$ cat src/rtl/i2c_front_pkg.sv
package i2c_front_pkg;

   // byte offsets of the register map
   localparam logic [7:0] OFS_CMD    = 8'h00;
   localparam logic [7:0] OFS_RXD    = 8'h04;
   localparam logic [7:0] OFS_CTRL   = 8'h08;
   localparam logic [7:0] OFS_IEN    = 8'h0C;
   localparam logic [7:0] OFS_ISTAT  = 8'h10;
   localparam logic [7:0] OFS_BUSY   = 8'h14;
   localparam logic [7:0] OFS_CMDLVL = 8'h18;
   localparam logic [7:0] OFS_RXLVL  = 8'h1C;
   localparam logic [7:0] OFS_SCL_LO = 8'h20;   // 0x24 high, 0x28 hold follow
   localparam int unsigned NUM_TCNT  = 3;

   // interrupt bit positions (shared by status and enable)
   localparam int unsigned IRQ_N     = 5;
   localparam int unsigned IB_TXROOM = 0;
   localparam int unsigned IB_RXDATA = 1;
   localparam int unsigned IB_NACK   = 2;
   localparam int unsigned IB_ARB    = 3;
   localparam int unsigned IB_RXOVF  = 4;

   // command word layout
   localparam int unsigned CMD_W     = 10;
   localparam int unsigned BYTE_W    = 8;

   localparam int unsigned THR_W     = 2;

   typedef struct packed {
      logic [THR_W-1:0] rx_thr;   // bits 5:4
      logic [THR_W-1:0] tx_thr;   // bits 3:2
      logic             fast;     // bit 1
      logic             en;       // bit 0
   } ctrl_t;

   localparam int unsigned CTRL_W = $bits(ctrl_t);

endpackage

$ cat src/rtl/i2c_front_fifo.sv
module i2c_front_fifo #(
   parameter int unsigned W     = 8,
   parameter int unsigned DEPTH = 4
) (
   input  logic                             clk,
   input  logic                             rst_n,
   input  logic                             flush,
   input  logic                             push,
   input  logic [W-1:0]                     wdata,
   input  logic                             pop,
   output logic [W-1:0]                     rdata,
   output logic [$clog2(DEPTH+1)-1:0]       count
);
   localparam int unsigned PTR_W = $clog2(DEPTH);
   localparam int unsigned LVL_W = $clog2(DEPTH + 1);

   generate
      if (DEPTH < 2 || (DEPTH & (DEPTH - 1)) != 0) begin : g_bad_depth
         $error("i2c_front_fifo: DEPTH must be a power of two, at least 2");
      end
   endgenerate

   logic [W-1:0]     mem [DEPTH];
   logic [PTR_W-1:0] wp_q, rp_q;
   logic [LVL_W-1:0] cnt_q;
   logic             full, empty, do_push, do_pop;

   assign full    = (cnt_q == LVL_W'(DEPTH));
   assign empty   = (cnt_q == '0);
   assign do_push = push && !full;
   assign do_pop  = pop && !empty;

   always_ff @(posedge clk or negedge rst_n) begin
      if (!rst_n) begin
         wp_q  <= '0;
         rp_q  <= '0;
         cnt_q <= '0;
      end else if (flush) begin
         wp_q  <= '0;
         rp_q  <= '0;
         cnt_q <= '0;
      end else begin
         if (do_push) wp_q <= wp_q + 1'b1;
         if (do_pop)  rp_q <= rp_q + 1'b1;
         if (do_push && !do_pop)      cnt_q <= cnt_q + 1'b1;
         else if (do_pop && !do_push) cnt_q <= cnt_q - 1'b1;
      end
   end

   always_ff @(posedge clk) begin
      if (do_push && !flush) mem[wp_q] <= wdata;
   end

   assign rdata = empty ? '0 : mem[rp_q];
   assign count = cnt_q;

   // occupancy never exceeds the depth
   p_lvl_bound_r3: assert property (@(posedge clk) disable iff (!rst_n)
      cnt_q <= LVL_W'(DEPTH));

   // a push into a full queue without a pop leaves it full
   p_full_hold_r3: assert property (@(posedge clk) disable iff (!rst_n)
      (full && push && !pop && !flush) |=> (cnt_q == LVL_W'(DEPTH)));

   // popping an empty queue leaves it empty
   p_empty_pop_r4: assert property (@(posedge clk) disable iff (!rst_n)
      (empty && pop && !push) |=> (cnt_q == '0));

endmodule

$ cat src/rtl/i2c_front_irq.sv
module i2c_front_irq
   import i2c_front_pkg::*;
#(
   parameter int unsigned LVL_W = 3
) (
   input  logic              clk,
   input  logic              rst_n,
   input  logic              en,
   input  logic [LVL_W-1:0]  cmd_lvl,
   input  logic [LVL_W-1:0]  rx_lvl,
   input  logic [THR_W-1:0]  tx_thr,
   input  logic [THR_W-1:0]  rx_thr,
   input  logic              nack_evt,
   input  logic              arb_evt,
   input  logic              rx_drop,
   input  logic [IRQ_N-1:0]  w1c,
   input  logic [IRQ_N-1:0]  ien,
   output logic [IRQ_N-1:0]  isr,
   output logic              irq
);
   generate
      if (LVL_W < 1) begin : g_bad_lvl
         $error("i2c_front_irq: LVL_W must be positive");
      end
   endgenerate

   logic [IRQ_N-1:0] set_v, isr_q;

   always_comb begin
      set_v            = '0;
      set_v[IB_TXROOM] = int'(cmd_lvl) <= int'(tx_thr);
      set_v[IB_RXDATA] = int'(rx_lvl)  >  int'(rx_thr);
      set_v[IB_NACK]   = nack_evt;
      set_v[IB_ARB]    = arb_evt;
      set_v[IB_RXOVF]  = rx_drop;
   end

   // set dominates a same-cycle clear so no event is lost
   always_ff @(posedge clk or negedge rst_n) begin
      if (!rst_n)  isr_q <= '0;
      else if (en) isr_q <= (isr_q & ~w1c) | set_v;
      else         isr_q <= '0;
   end

   assign isr = isr_q;
   assign irq = |(isr_q & ien);

   // room condition is reflected one cycle later
   p_txroom_r6: assert property (@(posedge clk) disable iff (!rst_n)
      (en && int'(cmd_lvl) <= int'(tx_thr)) |=> isr_q[IB_TXROOM]);

   // a NACK event while enabled is latched
   p_nack_r7: assert property (@(posedge clk) disable iff (!rst_n)
      (en && nack_evt) |=> isr_q[IB_NACK]);

   // a sticky bit with no event and no clear keeps its value
   p_sticky_r7: assert property (@(posedge clk) disable iff (!rst_n)
      (en && isr_q[IB_ARB] && !w1c[IB_ARB]) |=> isr_q[IB_ARB]);

   // disabled core shows no status
   p_dis_clr_r9: assert property (@(posedge clk) disable iff (!rst_n)
      !en |=> (isr_q == '0));

endmodule

$ cat src/rtl/i2c_csr_front.sv
module i2c_csr_front
   import i2c_front_pkg::*;
#(
   parameter int unsigned DW         = 32,
   parameter int unsigned ADDR_W     = 8,
   parameter int unsigned FIFO_DEPTH = 4,
   parameter int unsigned CNT_W      = 32
) (
   input  logic              clk,
   input  logic              rst_n,
   input  logic              reg_wr_en,
   input  logic              reg_rd_en,
   input  logic [ADDR_W-1:0] reg_addr,
   input  logic [DW-1:0]     reg_wdata,
   output logic [DW-1:0]     reg_rdata,
   output logic              cmd_valid,
   output logic [CMD_W-1:0]  cmd_data,
   input  logic              cmd_ready,
   input  logic              rx_valid,
   input  logic [BYTE_W-1:0] rx_byte,
   input  logic              eng_busy,
   input  logic              eng_nack,
   input  logic              eng_arb_lost,
   output logic              core_en,
   output logic              fast_mode,
   output logic [CNT_W-1:0]  scl_lo_cnt,
   output logic [CNT_W-1:0]  scl_hi_cnt,
   output logic [CNT_W-1:0]  sda_hold_cnt,
   output logic              irq
);
   localparam int unsigned LVL_W = $clog2(FIFO_DEPTH + 1);

   generate
      if (DW < 32)          begin : g_bad_dw   $error("i2c_csr_front: DW below 32");        end
      if (CNT_W > DW)       begin : g_bad_cnt  $error("i2c_csr_front: CNT_W exceeds DW");   end
      if (ADDR_W < 6)       begin : g_bad_addr $error("i2c_csr_front: ADDR_W below 6");     end
      if (FIFO_DEPTH > 16)  begin : g_bad_dep  $error("i2c_csr_front: FIFO_DEPTH too big"); end
   endgenerate

   // ---------------- decode ----------------
   logic wr_cmd, wr_ctrl, wr_ien, wr_isr, rd_rxd;
   assign wr_cmd  = reg_wr_en && (reg_addr == ADDR_W'(OFS_CMD));
   assign wr_ctrl = reg_wr_en && (reg_addr == ADDR_W'(OFS_CTRL));
   assign wr_ien  = reg_wr_en && (reg_addr == ADDR_W'(OFS_IEN));
   assign wr_isr  = reg_wr_en && (reg_addr == ADDR_W'(OFS_ISTAT));
   assign rd_rxd  = reg_rd_en && (reg_addr == ADDR_W'(OFS_RXD));

   // ---------------- control and enable ----------------
   ctrl_t            ctrl_q;
   logic [IRQ_N-1:0] ien_q;

   always_ff @(posedge clk or negedge rst_n) begin
      if (!rst_n) begin
         ctrl_q <= '0;
         ien_q  <= '0;
      end else begin
         if (wr_ctrl) ctrl_q <= ctrl_t'(reg_wdata[CTRL_W-1:0]);
         if (wr_ien)  ien_q  <= reg_wdata[IRQ_N-1:0];
      end
   end

   // ---------------- timing count registers ----------------
   logic [CNT_W-1:0] tcnt [NUM_TCNT];

   generate
      for (genvar g = 0; g < NUM_TCNT; g++) begin : g_tcnt
         localparam logic [7:0] OFS = OFS_SCL_LO + 8'(4 * g);
         logic [CNT_W-1:0] q;
         always_ff @(posedge clk or negedge rst_n) begin
            if (!rst_n) q <= '0;
            else if (reg_wr_en && reg_addr == ADDR_W'(OFS)) q <= reg_wdata[CNT_W-1:0];
         end
         assign tcnt[g] = q;
      end
   endgenerate

   // ---------------- queues ----------------
   logic [LVL_W-1:0]  cmd_lvl, rx_lvl;
   logic [BYTE_W-1:0] rx_head;
   logic              flush, rx_full, rx_drop;

   assign flush   = !ctrl_q.en;
   assign rx_full = (rx_lvl == LVL_W'(FIFO_DEPTH));
   assign rx_drop = ctrl_q.en && rx_valid && rx_full;

   i2c_front_fifo #(.W(CMD_W), .DEPTH(FIFO_DEPTH)) u_cmd_q (
      .clk   (clk),
      .rst_n (rst_n),
      .flush (flush),
      .push  (wr_cmd),
      .wdata (reg_wdata[CMD_W-1:0]),
      .pop   (cmd_ready),
      .rdata (cmd_data),
      .count (cmd_lvl)
   );

   i2c_front_fifo #(.W(BYTE_W), .DEPTH(FIFO_DEPTH)) u_rx_q (
      .clk   (clk),
      .rst_n (rst_n),
      .flush (flush),
      .push  (rx_valid),
      .wdata (rx_byte),
      .pop   (rd_rxd),
      .rdata (rx_head),
      .count (rx_lvl)
   );

   assign cmd_valid = (cmd_lvl != '0);

   // ---------------- interrupt ----------------
   logic [IRQ_N-1:0] isr;

   i2c_front_irq #(.LVL_W(LVL_W)) u_irq (
      .clk      (clk),
      .rst_n    (rst_n),
      .en       (ctrl_q.en),
      .cmd_lvl  (cmd_lvl),
      .rx_lvl   (rx_lvl),
      .tx_thr   (ctrl_q.tx_thr),
      .rx_thr   (ctrl_q.rx_thr),
      .nack_evt (eng_nack),
      .arb_evt  (eng_arb_lost),
      .rx_drop  (rx_drop),
      .w1c      (wr_isr ? reg_wdata[IRQ_N-1:0] : '0),
      .ien      (ien_q),
      .isr      (isr),
      .irq      (irq)
   );

   // ---------------- read mux ----------------
   always_comb begin
      reg_rdata = '0;
      case (reg_addr)
         ADDR_W'(OFS_RXD):          reg_rdata = DW'(rx_head);
         ADDR_W'(OFS_CTRL):         reg_rdata = DW'(ctrl_q);
         ADDR_W'(OFS_IEN):          reg_rdata = DW'(ien_q);
         ADDR_W'(OFS_ISTAT):        reg_rdata = DW'(isr);
         ADDR_W'(OFS_BUSY):         reg_rdata = DW'(eng_busy);
         ADDR_W'(OFS_CMDLVL):       reg_rdata = DW'(cmd_lvl);
         ADDR_W'(OFS_RXLVL):        reg_rdata = DW'(rx_lvl);
         ADDR_W'(OFS_SCL_LO):       reg_rdata = DW'(tcnt[0]);
         ADDR_W'(OFS_SCL_LO + 8'h4): reg_rdata = DW'(tcnt[1]);
         ADDR_W'(OFS_SCL_LO + 8'h8): reg_rdata = DW'(tcnt[2]);
         default:                   reg_rdata = '0;
      endcase
   end

   assign core_en      = ctrl_q.en;
   assign fast_mode    = ctrl_q.fast;
   assign scl_lo_cnt   = tcnt[0];
   assign scl_hi_cnt   = tcnt[1];
   assign sda_hold_cnt = tcnt[2];

   // a disabled core empties both queues
   p_flush_r9: assert property (@(posedge clk) disable iff (!rst_n)
      !ctrl_q.en |=> (cmd_lvl == '0 && rx_lvl == '0));

   // a byte into a full receive queue latches overflow
   p_rx_ovf_r5: assert property (@(posedge clk) disable iff (!rst_n)
      (ctrl_q.en && rx_valid && rx_lvl == LVL_W'(FIFO_DEPTH)) |=> isr[IB_RXOVF]);

   // a dropped byte leaves the receive level unchanged
   p_rx_keep_r5: assert property (@(posedge clk) disable iff (!rst_n)
      (ctrl_q.en && rx_valid && !rd_rxd && rx_lvl == LVL_W'(FIFO_DEPTH)) |=> $stable(rx_lvl));

   // the head command stays put until the engine takes it
   p_cmd_hold_r2: assert property (@(posedge clk) disable iff (!rst_n)
      (cmd_valid && !cmd_ready && ctrl_q.en) |=> (cmd_valid && $stable(cmd_data)));

endmodule

$ cat config.mk
export PLATFORM = sky130hd
export DESIGN_NAME = i2c_csr_front
export DESIGN_NICKNAME = d
export VERILOG_FILES = /design/src/rtl/i2c_front_pkg.sv /design/src/rtl/i2c_front_fifo.sv /design/src/rtl/i2c_front_irq.sv /design/src/rtl/i2c_csr_front.sv
export SDC_FILE = /design/constraint.sdc
export NUM_CORES = 1
export LEC_CHECK = 0
export ABC_AREA = 1
export BUFFER_PORTS_ARGS = -buffer_cell sky130_fd_sc_hd__buf_2
export CORE_MARGIN = 10
export CORE_UTILIZATION = 35
export DETAILED_ROUTE_END_ITERATION = 8
export PLACE_DENSITY = 0.64
export REMOVE_ABC_BUFFERS = 1
export SLEW_MARGIN = 20
export SYNTH_ARGS = -nofsm -noshare
export SYNTH_HDL_FRONTEND = slang
export SYNTH_SLANG_ARGS = --single-unit
$ cat constraint.sdc
create_clock -name clk -period 3.27 [get_ports clk]
set_input_delay 0.327 -clock clk [delete_from_list [all_inputs] [get_ports clk]]
set_output_delay 0.327 -clock clk [all_outputs]
set_load 0.02 [all_outputs]
* Word level (Yosys, flattened, before mapping)
Memories as Yosys holds them, arrays and structs flattened. Cells that the tools add are included.
Word-level totals: bits in writable memories 72, bits in latches 0, ROM bits 0, output and inout port bits 142, logic and storage cells 105, bits in registers 126, input port bits 57, memories 2
Cells by class: reduce and logical (&&, ||, !) cells 33, divide/modulo/power cells 0, bitwise logic cells 4, shifts and indexed selects 0, $lt $le $gt $ge 2, $add $sub $neg 8, mux-type cells 23, multipliers 0, equality and inequality tests 18
Memory list:
- u_cmd_q.mem | depth 4, width 10, read ports 1, clocked after memory_dff 0, wr ports 1, RTL line i2c_front_fifo.sv:23 | logic [W-1:0] mem [DEPTH];
- u_rx_q.mem | depth 4, width 8, read ports 1, clocked after memory_dff 0, wr ports 1, RTL line i2c_front_fifo.sv:23
Operators by type and width (count):
- 32-bit case mux with 10 select lines | 1
- 8-bit by 5-bit equality test with 1-bit output, second input constant | 4
- 8-bit by 6-bit equality test with 1-bit output, second input constant | 3
- 1-bit logical AND | 20
- 3-bit two-way mux | 6
- 8-bit by 4-bit equality test with 1-bit output, second input constant | 2
- 2-bit two-way mux | 8
- 5-bit bitwise AND | 2
- 10-bit two-way mux | 1
- 5-bit two-way mux | 2
- 2-bit by 1-bit adder with 2-bit output, second input constant | 4
- 8-bit by 3-bit equality test with 1-bit output, second input constant | 1
- 1-bit zero test | 8
- 8-bit zero test | 1
- 8-bit two-way mux | 1
- 2-bit by 1-bit inequality test with 1-bit output, second input constant | 4
- 3-bit by 1-bit adder with 3-bit output, second input constant | 2
- 3-bit equality test, second input constant | 2
- 3-bit zero test | 2
- 3-bit by 1-bit inequality test with 1-bit output, second input constant | 2
- 3-bit by 1-bit subtractor with 3-bit output, second input constant | 2
- 5-bit inverter | 1
- 5-bit OR | 1
- 5-bit OR reduction | 1
- 4 further kinds | 7

* Logic depth before layout (Yosys ltp)
Gate-level depths: netlist of the first run.
depth in word-level cells 8, depth in mapped cells 14

* Cells and area by module
Synthesis of the first run repeated with hierarchy kept, for this count alone.
Second synthesis, totals: cells, all modules 1035, area total of the unflattened synthesis 9631.7 sq um
Modules (own cells, without submodules):
- i2c_csr_front | instances 1, area each 5432.7 sq um, cells an instance 640
- i2c_front_fifo at u_cmd_q | instances 1, area each 2088.3 sq um, cells an instance 185
- i2c_front_fifo at u_rx_q | instances 1, area each 1775.5 sq um, cells an instance 163
- i2c_front_irq | instances 1, area each 335.3 sq um, cells an instance 47

* Worst setup path after synthesis of the first run
No wires, ideal clock.
path type in2reg, start point in reg_addr[7], end point reg u_rx_q.cnt_q[2] (netlist: u_rx_q.count[2]), library setup time 0.117 ns, stages 13, path buffers 0, slack 1.326 ns, arrival time 1.827 ns, data required time 3.153 ns, path through nor2_1 nand2_1 nor2_2 nand2_1 nand2_1 inv_1 fa_1 xnor2_1 inv_1 nand2_1 nand2_1 nand2_1 nand2_1
Between the ends: longest elaborated chain between the ends 7, elaborated cells on any way between the ends 9
Ends and longest elaborated chain:
- from (decl) | RTL line i2c_csr_front.sv:13 | input logic [ADDR_W-1:0] reg_addr,
- 8-bit by 3-bit equality test with 1-bit output * | RTL line i2c_csr_front.sv:46 | assign rd_rxd = reg_rd_en && (reg_addr == ADDR_W'(OFS_RXD));
- 1-bit logical AND * | RTL line i2c_csr_front.sv:46
- 1-bit logical AND * | RTL line i2c_front_fifo.sv:31 | assign do_pop = pop && !empty;
- 1-bit zero test | RTL line i2c_front_fifo.sv:45 | if (do_push && !do_pop) cnt_q <= cnt_q + 1'b1;
- 1-bit logical AND | RTL line i2c_front_fifo.sv:45
- 3-bit two-way mux | RTL line i2c_front_fifo.sv:45
- 3-bit two-way mux | RTL line i2c_front_fifo.sv:38 | end else if (flush) begin
- to (signal assigned) | RTL line i2c_front_fifo.sv:45
- to (signal assigned) | RTL line i2c_front_fifo.sv:46 | else if (do_pop && !do_push) cnt_q <= cnt_q - 1'b1;
- to (decl) | RTL line i2c_front_fifo.sv:25 | logic [LVL_W-1:0] cnt_q;
Every way passes the cells marked *; elsewhere a longest branch is shown, timed or not. A chain may end at the register's enable or synchronous reset.

* Final worst setup path of the first run
start point reg u_rx_q.rp_q[0], end point out reg_rdata[7]
Between the ends: longest elaborated chain between the ends 3
Ends and longest elaborated chain:
- from (decl) | RTL line i2c_front_fifo.sv:24 | logic [PTR_W-1:0] wp_q, rp_q;
- from (signal assigned) | RTL line i2c_front_fifo.sv:44 | if (do_pop) rp_q <= rp_q + 1'b1;
- memory 4 x 8 bit
- 8-bit two-way mux | RTL line i2c_front_fifo.sv:54 | assign rdata = empty ? '0 : mem[rp_q];
- 32-bit case mux with 10 select lines | RTL line i2c_csr_front.sv:133 | case (reg_addr)
- to (decl) | RTL line i2c_csr_front.sv:15 | output logic [DW-1:0] reg_rdata,
No other way between the ends.

==> impl_metrics.toml, run 1 <==
[run_status]
status = "completed"

[floorplanning]
die_w_um = 181
die_h_um = 181
fp-row-count = 58
die_area_um2 = 32800
start_util_pct = 35.8
core_area_um2 = 25400
ioPinCount = 199

[yosys]
synth_top_family_by_area = "simple AND/OR/NAND/NOR gates"
synth_area_per_cell_um2 = 9.25
ys_seq_area_share_pct = 58.4
async_reset_ff_share_pct = 63.6
synthSimpleGateAreaFrac_pct = 21.1
synthAdderAreaFrac_pct = 2.09
synth_cell_types = 36
syn_area_um2 = 9100
yosys_warnings = 0
synth-seq-cells = 198
synth_area_leader_cell = "dfrtp_1"
synth_top_area_share_pct = 34.7
synth_compound_area_share_pct = 11.7
synth-xor-area-share_pct = 0.289
synthCells = 984
synth_edf_count = 72
synth.area.top_cells = "dfrtp_1, edfxtp_1, nand2_1, nand3_1, o21ai_2"
synthMuxAreaShare_pct = 0
synthFlopType = "dfrtp_1"

[cells_and_area]
drive_gt1_share_pct = 24.4
final_nets = 1237
fin_util_pct = 43.0
area_delta_synth_final_pct = 19.9
final_cells = 1510
fillers = 2507

[place]
portBuffers = 198
hpwl_um = 18500
gp_congestion = 0.854
dpl.cell_count = 1476

[routing]
drt-wirelength-per-cell_um = 17.0
vias = 7233
first_pass_iters = 5
viasPerCell = 4.79
drt_first_iter_violations = 587
ant_nets = 0
wl_um = 25600
drc_errors = 0

[pwr]
ir_drop_uv = 322
clkPwrFrac_pct = 41.0
leakage_nw = 5.34
power.total_mw = 5.23
internal_power_mw = 3.92
powerDensity_nw_per_um2 = 479
swShare_pct = 25.0
switchingPower_mw = 1.31
comb_power_share_pct = 7.3
power_frac_seq_pct = 51.8

[clocking]
postCtsHoldBufs = 1
cts_root_buf = "clkbuf_16"
htree_levels = 4
cts_tree = "done"
cts_buffer_depth = 2
clock_latency_ns = 0.43
clk_pin_slew_ns = 0.08
cts_buffers = 17
cts_setup_buffers = 0
clock-sinks = 198
cts_resized = 0

[global_routing]
overflow = 0
grt_max_degree = 70
grt_pass1_vias = 7213
grt_pass1_wl_um = 40400
antenna_found_initial = 2
grt_use_total_pct = 15.2

[sta]
clock_skew_ns = 0.0130
finalCritPeriodShare_pct = 83.8
fmax_ghz = 0.365
setup_viol = 0
worst_pin_slew_ns = 0.860
tns_ns = 0
slew-limit-headroom_pct = 42.7
fin_crit_ns = 2.74
hold_violations = 0
slew_viol_final = 0
rsz0062_at_grt = "no"

[worst_setup_path]
startpoint_type = "flip-flop"
critical_path_class = "flip-flop to output port"
worst_setup_path_end_kind = "output port"
crit_fanout = 19
crit_arrival_ns = 2.41
required_ns = 2.94

[worst_hold_path]
min_path_type = "primary input to flip-flop"

[flow_run]
max_cap_viol_count = 0
==> per-layer routing <==
layer / global-route usage (%) / vias to the layer above / part of all wire [%]
met5: 0 / - / 0.051
met4: 4.65 / 2 / 1.8
met3: 3.94 / 29 / 5.8
met2: 24.7 / 217 / 47
met1: 19.5 / 3383 / 45
li1: - / 3602 / -
==> state kept, by name, indices dropped and copies added, names as in the netlist, 4 cells and up <==
| name | count |
|---|---|
| ctrl_q | 4 |
| ien_q | 5 |
| scl_hi_cnt | 32 |
| scl_lo_cnt | 32 |
| sda_hold_cnt | 32 |
| u_cmd_q.mem | 40 |
| u_irq.isr | 5 |
| u_rx_q.mem | 32 |
==> cells by family (layout without fill, tap and decap cells) <==
logic type | count (synthesis) | after routing
AND/OR/NAND/NOR | 463 | 463
flip-flops | 198 | 198
AO/OA/AOI/OAI | 181 | 181
buffers and inverters | 125 | 320
adder cells (fa/ha/maj) | 14 | 14
XOR/XNOR | 3 | 3
other | 0 | 1
==> power groups by stage <==
stage | logic, mW | clock network (mW) | registers (mW)
6_report | 0.379 | 2.14 | 2.71
3_5_place_dp | 0.386 | 0 | 2.76
2_1_floorplan | 0.122 | 0 | 2.81
5_1_grt | 0.424 | 2.28 | 2.72
4_1_cts | 0.386 | 2.19 | 2.71
3_3_place_gp | 0.376 | 0 | 2.76
==> Yosys cell counts, types with 3 or more instances <==
library cell,number
a21oi_1,27
and2_1,3
buf_2,15
buf_4,5
buf_6,10
clkbuf_1,12
dfrtp_1,126
edfxtp_1,72
ha_1,12
inv_1,77
inv_2,3
nand2_1,284
nand2_4,3
nand3_1,77
nand4_1,6
nor2_1,81
o21ai_0,50
o21ai_1,60
o21ai_2,38
==> worst max-delay path: stages (launching register included) <==
cell and delay, ns:
dfrtp_1 0.72, inv_1 0.40, o21ai_0 0.29, o22ai_1 0.11, nand2_1 0.12, nand4_1 0.15, buf_2 0.20
==> metrics by stage <==
stage               instance area [um2]  hold WS, ns  worst slack (ns)
global placement                  10300        0.467             0.885
finish                            10900        0.116             0.529
CTS                               10900       0.0965             0.499
detailed placement                10300        0.472             0.851
floorplan                          8820       0.0314             0.873
global route                      10900        0.109             0.229
==> final cells by class <==
class | count | area (um2) | area share [%]
Sequential cell | 198 | 5320 | 48.7
Inverter | 82 | 308 | 2.82
Clock buffer | 20 | 478 | 4.38
Antenna cell | 1 | 2.50 | 0.0229
Tap cell | 330 | 413 | 3.78
Clock inverter | 12 | 125 | 1.15
Multi-Input combinational cell | 661 | 3200 | 29.3
Timing Repair Buffer | 206 | 1070 | 9.79
==> placed cells by master (no fill, tap or decap), types with 3 or more instances in the layout <==
cell       instances
inv_1             77
a21oi_1           27
o21ai_2           38
clkbuf_16         18
inv_6              7
and2_1             3
ha_1              12
buf_4              7
nand2_1          284
nand3_1           77
nand2_4            3
o21ai_1           60
nor2_1            81
dfrtp_1          126
nand4_1            6
o21ai_0           50
edfxtp_1          72
buf_2            197
inv_2              3
==> final timing paths <==
path,startpoint,end,slack [ns],cells after the start
max in group asynchronous,rst_n,scl_hi_cnt[14],1.91,3
hold reg to reg,scl_hi_cnt[15],scl_hi_cnt[15],0.51,2
min in group asynchronous,rst_n,scl_lo_cnt[10],0.52,2
setup / recovery,u_rx_q.rp_q[0],reg_rdata[7],0.53,6
setup reg to reg,u_rx_q.count[2],u_rx_q.count[2],1.18,12
hold / removal,rx_byte[5],u_rx_q.mem[3][5],0.12,1
Power figures use the tool's default switching activity.
==> inputs of run 2 (changes only) <==
- clock period: 3.27 -> 2.8 ns (I/O delays scaled with it)
==> impl_metrics.toml, run 2 (synthesis gave the netlist of run 1 again) <==
[run_status]
status = "completed"

[global_routing]
overflow = 0
grt_pass1_vias = 7107
grt_use_total_pct = 15.2
antenna_found_initial = 2
grt_pass1_wl_um = 40300
grt_max_degree = 67

[sta]
slew-limit-headroom_pct = 41.6
hold_violations = 0
setup_viol = 0
rsz0062_at_grt = "no"
tns_ns = 0
clock_skew_ns = 0.00978
finalCritPeriodShare_pct = 88.2
whs_ns = 0.0593
fmax_ghz = 0.405
fin_crit_ns = 2.47
slew_viol_final = 0
fin_ws_ns = 0.330
worst_pin_slew_ns = 0.876

[pwr]
leakage_nw = 5.40
ir_drop_uv = 293
powerDensity_nw_per_um2 = 550

[cells_and_area]
drive_gt1_share_pct = 25.3
final_cells = 1523
area_delta_synth_final_pct = 20.8
final_nets = 1251
n_antenna_cell = 0
largest_reg_flops = 40
regMostFlops = "u_cmd_q.mem"
final_cell_mix = "nand2_1, buf_2, dfrtp_1"
layout_commonest_cell = "nand2_1"

[routing]
first_pass_iters = 5
drt-wirelength-per-cell_um = 16.7
vias = 7298
drc_errors = 0
drt_first_iter_violations = 423
wl_um = 25400
ant_nets = 0
viasPerCell = 4.79

[worst_setup_path]
cp_common_cell = "nand3_1"
reg2reg_from = "u_rx_q.count[2]"
crit_slowest_cell = "dfrtp_1"
crit_path_max_incr_delay_ns = 0.56
required_ns = 2.52
crit_arrival_ns = 2.19
startpoint_type = "flip-flop"
critical_path_class = "flip-flop to output port"
regToRegEndpoint = "u_rx_q.count[2]"
worst_setup_path_end_kind = "output port"
r2r_cells = 12
cp_top_family = "simple AND/OR/NAND/NOR gates"
r2r_slack_ns = 0.67
crit_fanout = 9
cp-startpoint = "u_rx_q.rp_q[1]"
path_cells = "clkinv_1, nand3_1, nand3_1, nor2_1, a21oi_1, nand3_1, buf_2"
path_buf_inv = 2

[worst_hold_path]
min_path_type = "primary input to flip-flop"
hold_depth = 1
hold_end = "u_rx_q.mem[3][2]"
min-delay-start = "rx_byte[2]"

[floorplanning]
die_h_um = 181
core_area_um2 = 25400
fp-row-count = 58
start_util_pct = 35.8
die_area_um2 = 32800
ioPinCount = 199
die_w_um = 181

[place]
dpl.cell_count = 1490
preCtsSetupSlack_ns = 0.542
gp_congestion = 0.869
hpwl_um = 18700
portBuffers = 198

[clocking]
cts_resized = 0
cts_buffers = 17
htree_levels = 4
cts_setup_buffers = 0
clock-sinks = 198
cts_tree = "done"
clock_latency_ns = 0.43
clk_pin_slew_ns = 0.07
cts_root_buf = "clkbuf_16"
cts_buffer_depth = 2

[flow_run]
max_cap_viol_count = 0
[run 2: changes by cell type in the layout (fill, tap and decap cells not counted)]
cell,previous run,this run
clkbuf_16,18,17
inv_4,0,1
inv_6,7,2
inv_8,1,4
diode_2,1,0
buf_4,7,21
clkbuf_8,2,1
clkinv_4,2,3
clkinvlp_4,0,1
clkbuf_2,0,1
[run 2: report_power, final]
| group | total [mW] | internal, mW | switching (mW) |
|---|---|---|---|
| Sequential | 3.16 | 3.08 | 0.0772 |
| Combinational | 0.444 | 0.141 | 0.303 |
| Clock | 2.44 | 1.29 | 1.15 |
| Total | 6.04 | 4.51 | 1.53 |
[run 2: cell type report]
type | count | area [um2]
Clock inverter | 13 | 138
Sequential cell | 198 | 5320
Fill cell | 2465 | 14400
Tap cell | 330 | 413
Multi-Input combinational cell | 661 | 3200
Timing Repair Buffer | 220 | 1170
Clock buffer | 19 | 444
Inverter | 82 | 308
[run 2: worst max-delay path by stage]
stage	slack (ns)	to	cells past startpoint
after floorplan	0.45	scl_hi_cnt[0]	6
after global placement	0.57	u_rx_q.count[2]	14
after detailed placement	0.54	u_rx_q.count[2]	14
after CTS	0.36	reg_rdata[2]	7
after global routing	0.23	reg_rdata[2]	7
final	0.33	reg_rdata[2]	7
[run 2: metrics by stage]
step	cell area, um2	total power, mW	util, %
floorplan	8820	3.42	-
finish	11000	6.04	43.3
CTS	11000	6.11	43.3
global placement	10400	3.66	41.0
global route	11000	6.28	43.3
detailed placement	10400	3.67	41.0
[run 2: worst reg2reg max path: cells and delay by family (launching register included)]
kind / cells / cell delay (ns)
adders and majority gates: 1 / 0.37
DFF: 1 / 0.49
AOI/OAI and AO/OA: 1 / 0.26
and+or+nand+nor: 6 / 0.48
xor gates and xnor gates: 1 / 0.20
buffers and inverters: 3 / 0.22
[run 2: per-layer routing]
metal | part of all wire, % | global-route usage [%]
met1 | 45 | 19.7
met2 | 46 | 23.8
met3 | 6.4 | 4.50
met4 | 2.0 | 4.98
met5 | 0.051 | 0
[run 2: repair_timing]
| item | CTS | global route |
|---|---|---|
| hold buffers | 1 | 0 |
| setup endpoints to repair | 0 | 0 |
| endpoints found under the hold margin | 36 | 0 |
